$ cat src/rtl/wfb_pkg.sv
package wfb_pkg;
  // flag_clr bit positions
  localparam int unsigned FLG_SEEN = 0;
  localparam int unsigned FLG_STOP = 1;
  localparam int unsigned FLG_FULL = 2;
  localparam int unsigned FLG_N    = 3;

  typedef enum logic [1:0] {
    MODE_FREE   = 2'd0,
    MODE_STOP   = 2'd1,
    MODE_CENTER = 2'd2,
    MODE_RSVD   = 2'd3
  } cap_mode_e;
endpackage

$ cat src/rtl/wfb_wptr.sv
module wfb_wptr #(
  parameter int unsigned RING_AW = 11,
  parameter int unsigned PAGE_AW = 7,
  localparam int unsigned AW   = RING_AW + 1,
  localparam int unsigned PG_W = RING_AW - PAGE_AW
) (
  input  logic            clk,
  input  logic            rst_n,
  input  logic            start,
  input  logic            dis,
  input  logic            wr,
  input  logic            pf_clr,
  output logic [AW-1:0]   addr,
  output logic [AW-1:0]   last_addr,
  output logic [PG_W-1:0] last_page,
  output logic            page_full
);
  logic [RING_AW-1:0] ptr_q, ptr_d;
  logic [AW-1:0]      last_q, last_d;
  logic [PG_W-1:0]    lp_q, lp_d;
  logic               pf_q, pf_d;

  assign addr      = {1'b1, ptr_q};
  assign last_addr = last_q;
  assign last_page = lp_q;
  assign page_full = pf_q;

  always_comb begin
    ptr_d  = ptr_q;
    last_d = last_q;
    lp_d   = lp_q;
    pf_d   = pf_q;
    if (start) begin
      ptr_d  = '0;
      last_d = '1;
    end else if (wr) begin
      ptr_d  = ptr_q + 1'b1;
      last_d = addr;
      if (&ptr_q[PAGE_AW-1:0]) lp_d = ptr_q[RING_AW-1:PAGE_AW];
    end
    if (wr && (&ptr_q)) pf_d = 1'b1;
    else if (pf_clr)    pf_d = 1'b0;
    if (dis) begin
      lp_d = '0;
      pf_d = 1'b0;
    end
  end

  always_ff @(posedge clk or negedge rst_n) begin
    if (!rst_n) begin
      ptr_q  <= '0;
      last_q <= '0;
      lp_q   <= '0;
      pf_q   <= 1'b0;
    end else begin
      ptr_q  <= ptr_d;
      last_q <= last_d;
      lp_q   <= lp_d;
      pf_q   <= pf_d;
    end
  end
endmodule

$ cat src/rtl/wfb_trig.sv
module wfb_trig #(
  parameter int unsigned NSRC    = 11,
  parameter int unsigned AW      = 12,
  parameter int unsigned POST    = 1024,
  localparam int unsigned CNT_W  = $clog2(POST) + 1
) (
  input  logic            clk,
  input  logic            rst_n,
  input  logic            start,
  input  logic            dis,
  input  logic            wr,
  input  logic            run,
  input  logic            sel_stop,
  input  logic            sel_ctr,
  input  logic [NSRC-1:0] evt,
  input  logic [NSRC-1:0] mask,
  input  logic [AW-1:0]   cur_addr,
  input  logic [AW-1:0]   last_addr,
  input  logic            seen_clr,
  input  logic            stop_clr,
  output logic            seen,
  output logic            stopped,
  output logic [AW-1:0]   taddr,
  output logic            halt
);
  logic             trg_q, trg_d;
  logic             ctr_q, ctr_d;
  logic [CNT_W-1:0] cnt_q, cnt_d;
  logic             seen_q, seen_d;
  logic             stop_q, stop_d;
  logic [AW-1:0]    ta_q, ta_d;
  logic             qual, hit, fin;

  assign qual = (|(evt & mask)) | mask[NSRC-1];
  assign hit  = run & ~trg_q & (sel_stop | sel_ctr) & qual;
  assign fin  = run & trg_q & ctr_q & wr & (cnt_q == CNT_W'(1));
  assign halt = (hit & sel_stop) | fin;

  assign seen    = seen_q;
  assign stopped = stop_q;
  assign taddr   = ta_q;

  always_comb begin
    trg_d  = trg_q;
    ctr_d  = ctr_q;
    cnt_d  = cnt_q;
    seen_d = seen_q;
    stop_d = stop_q;
    ta_d   = ta_q;
    if (hit) begin
      trg_d  = 1'b1;
      ctr_d  = sel_ctr;
      cnt_d  = CNT_W'(POST);
      seen_d = 1'b1;
      ta_d   = wr ? cur_addr : last_addr;
    end else begin
      if (trg_q && ctr_q && wr) cnt_d = cnt_q - 1'b1;
      if (seen_clr) seen_d = 1'b0;
    end
    if (halt)          stop_d = 1'b1;
    else if (stop_clr) stop_d = 1'b0;
    if (start) begin
      trg_d = 1'b0;
      ctr_d = 1'b0;
    end
    if (dis) begin
      trg_d  = 1'b0;
      ctr_d  = 1'b0;
      cnt_d  = '0;
      seen_d = 1'b0;
      stop_d = 1'b0;
      ta_d   = '0;
    end
  end

  always_ff @(posedge clk or negedge rst_n) begin
    if (!rst_n) begin
      trg_q  <= 1'b0;
      ctr_q  <= 1'b0;
      cnt_q  <= '0;
      seen_q <= 1'b0;
      stop_q <= 1'b0;
      ta_q   <= '0;
    end else begin
      trg_q  <= trg_d;
      ctr_q  <= ctr_d;
      cnt_q  <= cnt_d;
      seen_q <= seen_d;
      stop_q <= stop_d;
      ta_q   <= ta_d;
    end
  end
endmodule

$ cat src/rtl/wfb_capture_ctrl.sv
module wfb_capture_ctrl
  import wfb_pkg::*;
#(
  parameter int unsigned DW      = 32,
  parameter int unsigned NSRC    = 11,
  parameter int unsigned RING_AW = 11,
  parameter int unsigned PAGE_AW = 7,
  parameter int unsigned POST    = 1024,
  localparam int unsigned AW     = RING_AW + 1,
  localparam int unsigned PG_W   = RING_AW - PAGE_AW
) (
  input  logic             clk,
  input  logic             rst_n,
  input  logic             cap_en,
  input  logic             cap_sel,
  input  logic [1:0]       mode,
  input  logic [NSRC-1:0]  trig_mask,
  input  logic [NSRC-1:0]  evt,
  input  logic             smp_valid,
  input  logic [DW-1:0]    smp_data,
  input  logic [FLG_N-1:0] flag_clr,
  output logic             mem_we,
  output logic [AW-1:0]    mem_addr,
  output logic [DW-1:0]    mem_wdata,
  output logic             trig_seen,
  output logic             cap_stopped,
  output logic [AW-1:0]    trig_addr,
  output logic [PG_W-1:0]  last_page,
  output logic             page_full
);
  logic          en_q, run_q, run_d;
  logic          start, dis, wr, run, halt;
  logic          sel_stop, sel_ctr;
  logic [AW-1:0] cur_addr, last_addr;

  assign start    = cap_en & ~en_q;
  assign dis      = ~cap_en;
  assign run      = run_q & cap_en;
  assign wr       = run & smp_valid;
  assign sel_stop = cap_sel & (cap_mode_e'(mode) == MODE_STOP);
  assign sel_ctr  = cap_sel & (cap_mode_e'(mode) == MODE_CENTER);

  always_comb begin
    run_d = run_q;
    if (dis)        run_d = 1'b0;
    else if (start) run_d = 1'b1;
    else if (halt)  run_d = 1'b0;
  end

  always_ff @(posedge clk or negedge rst_n) begin
    if (!rst_n) begin
      en_q  <= 1'b0;
      run_q <= 1'b0;
    end else begin
      en_q  <= cap_en;
      run_q <= run_d;
    end
  end

  wfb_wptr #(.RING_AW(RING_AW), .PAGE_AW(PAGE_AW)) u_wptr (
    .clk       (clk),
    .rst_n     (rst_n),
    .start     (start),
    .dis       (dis),
    .wr        (wr),
    .pf_clr    (flag_clr[FLG_FULL]),
    .addr      (cur_addr),
    .last_addr (last_addr),
    .last_page (last_page),
    .page_full (page_full)
  );

  wfb_trig #(.NSRC(NSRC), .AW(AW), .POST(POST)) u_trig (
    .clk       (clk),
    .rst_n     (rst_n),
    .start     (start),
    .dis       (dis),
    .wr        (wr),
    .run       (run),
    .sel_stop  (sel_stop),
    .sel_ctr   (sel_ctr),
    .evt       (evt),
    .mask      (trig_mask),
    .cur_addr  (cur_addr),
    .last_addr (last_addr),
    .seen_clr  (flag_clr[FLG_SEEN]),
    .stop_clr  (flag_clr[FLG_STOP]),
    .seen      (trig_seen),
    .stopped   (cap_stopped),
    .taddr     (trig_addr),
    .halt      (halt)
  );

  assign mem_we    = wr;
  assign mem_addr  = cur_addr;
  assign mem_wdata = smp_data;
endmodule

$ cat config.mk
export PLATFORM = sky130hd
export DESIGN_NAME = wfb_capture_ctrl
export DESIGN_NICKNAME = d
export VERILOG_FILES = /design/src/rtl/wfb_pkg.sv /design/src/rtl/wfb_wptr.sv /design/src/rtl/wfb_trig.sv /design/src/rtl/wfb_capture_ctrl.sv
export SDC_FILE = /design/constraint.sdc
export NUM_CORES = 1
export LEC_CHECK = 0
export ABC_AREA = 1
export BUFFER_PORTS_ARGS = -buffer_cell sky130_fd_sc_hd__buf_2
export CAP_MARGIN = 20
export CORE_MARGIN = 10
export CORE_UTILIZATION = 45
export CTS_BUF_LIST = sky130_fd_sc_hd__clkbuf_4
export DETAILED_ROUTE_END_ITERATION = 12
export PLACE_DENSITY = 0.73
export SYNTH_ARGS = -nofsm -noshare
export SYNTH_HDL_FRONTEND = slang
export SYNTH_SLANG_ARGS = --single-unit
$ cat constraint.sdc
create_clock -name clk -period 2.1 [get_ports clk]
set_clock_uncertainty 0.15 [all_clocks]
set_input_delay 0.21 -clock clk [delete_from_list [all_inputs] [get_ports clk]]
set_output_delay 0.21 -clock clk [all_outputs]
set_load 0.05 [all_outputs]
==> run_results.csv <==
group,metric,value,unit
power_and_ir_drop,vdd_ir_drop_max,0.000578,V
route,wl_per_cell,14.0,um
synthesis,syn_inst,364,
sta,setup_violations,0,
setup_path,worstReg2RegEnd,"u_wptr.last_page[1]",
sta,rsz0062_at_grt,"no",
global_route,grt_pass1_vias,2433,
cts,cts_tree,"built",
global_route,grt_pass1_wl,11500,um
setup_path,endpoint,"mem_we",
synthesis,synthArstFlopShare,100,%
synthesis,synth_cell_types,25,
setup_path,worstReg2RegStart,"u_wptr.ptr_q[0]",
route,ant_nets,0,
setup_path,cpMaxStageDelayCell,"dfrtp_1",
synthesis,synth_area_leaders,"dfrtp_1 (49%), nand2_1 (11%), buf_4 (8.7%)",
synthesis,ys_seq_area_share,48.7,%
hold_path,hold_path.class,"in -> reg",
layout,fill_cells,597,
cts,clock-sinks,57,
synthesis,yosys_register_bits,57,
floorplan,dieArea,10100,um^2
flow_run,cap_violations,0,
setup_path,end_kind,"primary output",
sta,hold_viol,0,
setup_path,worstPathRequired,1.74,ns
layout,area_growth_syn_to_layout,12.0,%
placement,dp_hpwl,5080,um
synthesis,yosys-top-cells-count,"nand2_1 (82), dfrtp_1 (57), buf_4 (34)",
setup_path,reg2reg_slack,0.31,ns
synthesis,syn_nets,431,
floorplan,core_area,6350,um^2
route,via_per_inst,4.99,
route,wl_met3,530,um
sta,report.final.slew_viol_count,0,
placement,gp_congestion,0.820,
synthesis,synth_top_flop_cell,"dfrtp_1",
setup_path,slowest_delay,0.34,ns
run_status,status,"finished clean",
cts,clockBufferDepth,2,
cts,path_clk_slew,0.09,ns
layout,antenna_cells,0,
floorplan,start_util,46.1,%
synthesis,synth_top_cell_area_share,48.7,%
synthesis,yosysWarnings,0,
route,wl_met1,2780,um
cts,numCtsBuffers,9,
route,totalWireLength,6760,um
synthesis,yosysMostFrequentCell,"nand2_1",
layout,fin_nets,468,
sta,finalSetupTns,0,ns
global_route,antenna_found_initial,0,
global_route,grt_max_degree,58,
power_and_ir_drop,p_leak,1.74,nW
synthesis,netlist_area,2930,um^2
global_route,grt.overflow.total,0,
floorplan,num_rows,29,
route,drc,0,
setup_path,startpoint,"run_q",
setup_path,ff2ff_path_depth,8,
placement,port-buffer-count,61,
setup_path,path_cells,"nand2_1 -> inv_2 -> nand2_2 -> inv_6 -> buf_2",
sta,min_period,1.91,ns
cts,clk_latency,0.41,ns
synthesis,synth_area_per_cell,8.05,um^2
floorplan,die_y,101,um
power_and_ir_drop,powerDensity,721,nW/um^2
layout,drive_gt1_share,22.2,%
route,dr.pass1.iters,5,
synthesis,synth_edf_count,0,
floorplan,die_w,101,um
floorplan,ios,128,
setup_path,worstPathMaxFanout,25,
sta,fin_crit_sh,90.8,%
route,highest_layer,"met4",
power_and_ir_drop,finalPower,0.00237,W
cts,htree_levels,3,
cts,clockRootBuffer,"clkbuf_4",
route,drt_iter0_drc,104,
route,dr_wl_met2,3380,um
route,vias,2408,
setup_path,worst-setup-path-type,"reg -> out",
synthesis,yosysTopAreaCell,"dfrtp_1",
setup_path,start_kind,"flip-flop",
sta,max_freq,0.525,GHz
setup_path,critPathArrivalTime,1.55,ns
global_route,track_usage,14.0,%
==> metrics by stage <==
step	std cells	setup slack (ns)	utilization, %	hold WS, ns	area, um^2
finish	483	0.194	51.7	0.0390	3280
global route	483	0.0436	51.7	0.0194	3280
CTS	483	0.0279	51.6	0.0238	3280
detailed placement	463	0.323	48.5	0.0859	3080
global placement	463	0.334	48.5	0.0842	3080
floorplan	364	0.223	-	-0.236	2930
==> where the power goes <==
group | switching (W) | leakage, nW | total, W | internal, W
Combinational | 0.000210 | 0.919 | 0.000297 | 0.0000870
Sequential | 0.0000240 | 0.737 | 0.00117 | 0.00115
Clock | 0.000408 | 0.0859 | 0.000899 | 0.000491
Total | 0.000642 | 1.74 | 0.00237 | 0.00172
==> per-layer routing <==
metal | up-vias | global-route usage (%)
met3 | 15 | 6.58
met1 | 1112 | 15.9
met5 | - | 0
met4 | 0 | 3.37
li1 | 1207 | -
met2 | 74 | 23.0
==> timing repair <==
action,4_1_cts,5_1_grt
hold buffers,4,0
hold endpoints to repair,60,0
setup buffers,0,0
setup endpoints to repair,0,1
gates resized for setup,0,3
==> sequential cells by signal (all words and copies together) (netlist names) <==
signal	cells
u_trig.trg_q	1
run_q	1
u_wptr.page_full	1
u_trig.stopped	1
en_q	1
u_trig.seen	1
u_wptr.ptr_q	11
u_trig.taddr	12
u_wptr.last_page	4
u_trig.cnt_q	11
u_trig.ctr_q	1
u_wptr.last_addr	12
==> cell usage in the layout, fill, tap and decap left out, types with 3 or more instances in the layout <==
cell type and count:
clkbuf_4 10, nand2_1 82, nand4_1 6, inv_1 33, dlygate4sd3_1 4, xor2_1 7, o21ai_0 33, nand3_1 31
ha_1 3, buf_4 4, a21oi_1 11, buf_2 61, dfrtp_1 57, nor2_1 33, nor3_1 8, or2_2 3
==> how the worst min path moves through the flow <==
stage | from | endpoint | depth (start not counted)
2_1_floorplan | rst_n | en_q | 0
3_3_place_gp | rst_n | u_trig.cnt_q[5] | 2
3_5_place_dp | rst_n | u_trig.cnt_q[5] | 2
4_1_cts | smp_valid | u_wptr.last_addr[11] | 3
5_1_grt | cap_en | en_q | 2
6_report | cap_en | en_q | 2
==> worst max-delay path, delay by kind of cell (launching register included) <==
kind | cells | cell delay, ns
buffers and inverters | 3 | 0.58
flip-flops | 1 | 0.34
AND/OR/NAND/NOR | 2 | 0.23
==> logic make-up after synthesis <==
family,synth area share [%]
and+or+nand+nor,24.6
buffers and inverters,14.9
DFF,48.7
AOI/OAI and AO/OA,7.98
xor gates and xnor gates,2.09
adders and majority gates,1.28
other,0.128
muxes,0.342
==> cell type report <==
cell class / instances / area (um^2) / area share, %
Multi-Input combinational cell: 227 / 1070 / 32.5
Clock buffer: 10 / 75.1 / 2.29
Clock inverter: 6 / 81.3 / 2.48
Tap cell: 77 / 96.3 / 2.93
Sequential cell: 57 / 1430 / 43.4
Inverter: 36 / 140 / 4.27
Timing Repair Buffer: 70 / 395 / 12.0
Note: power is estimated with default switching activity, not from simulation.
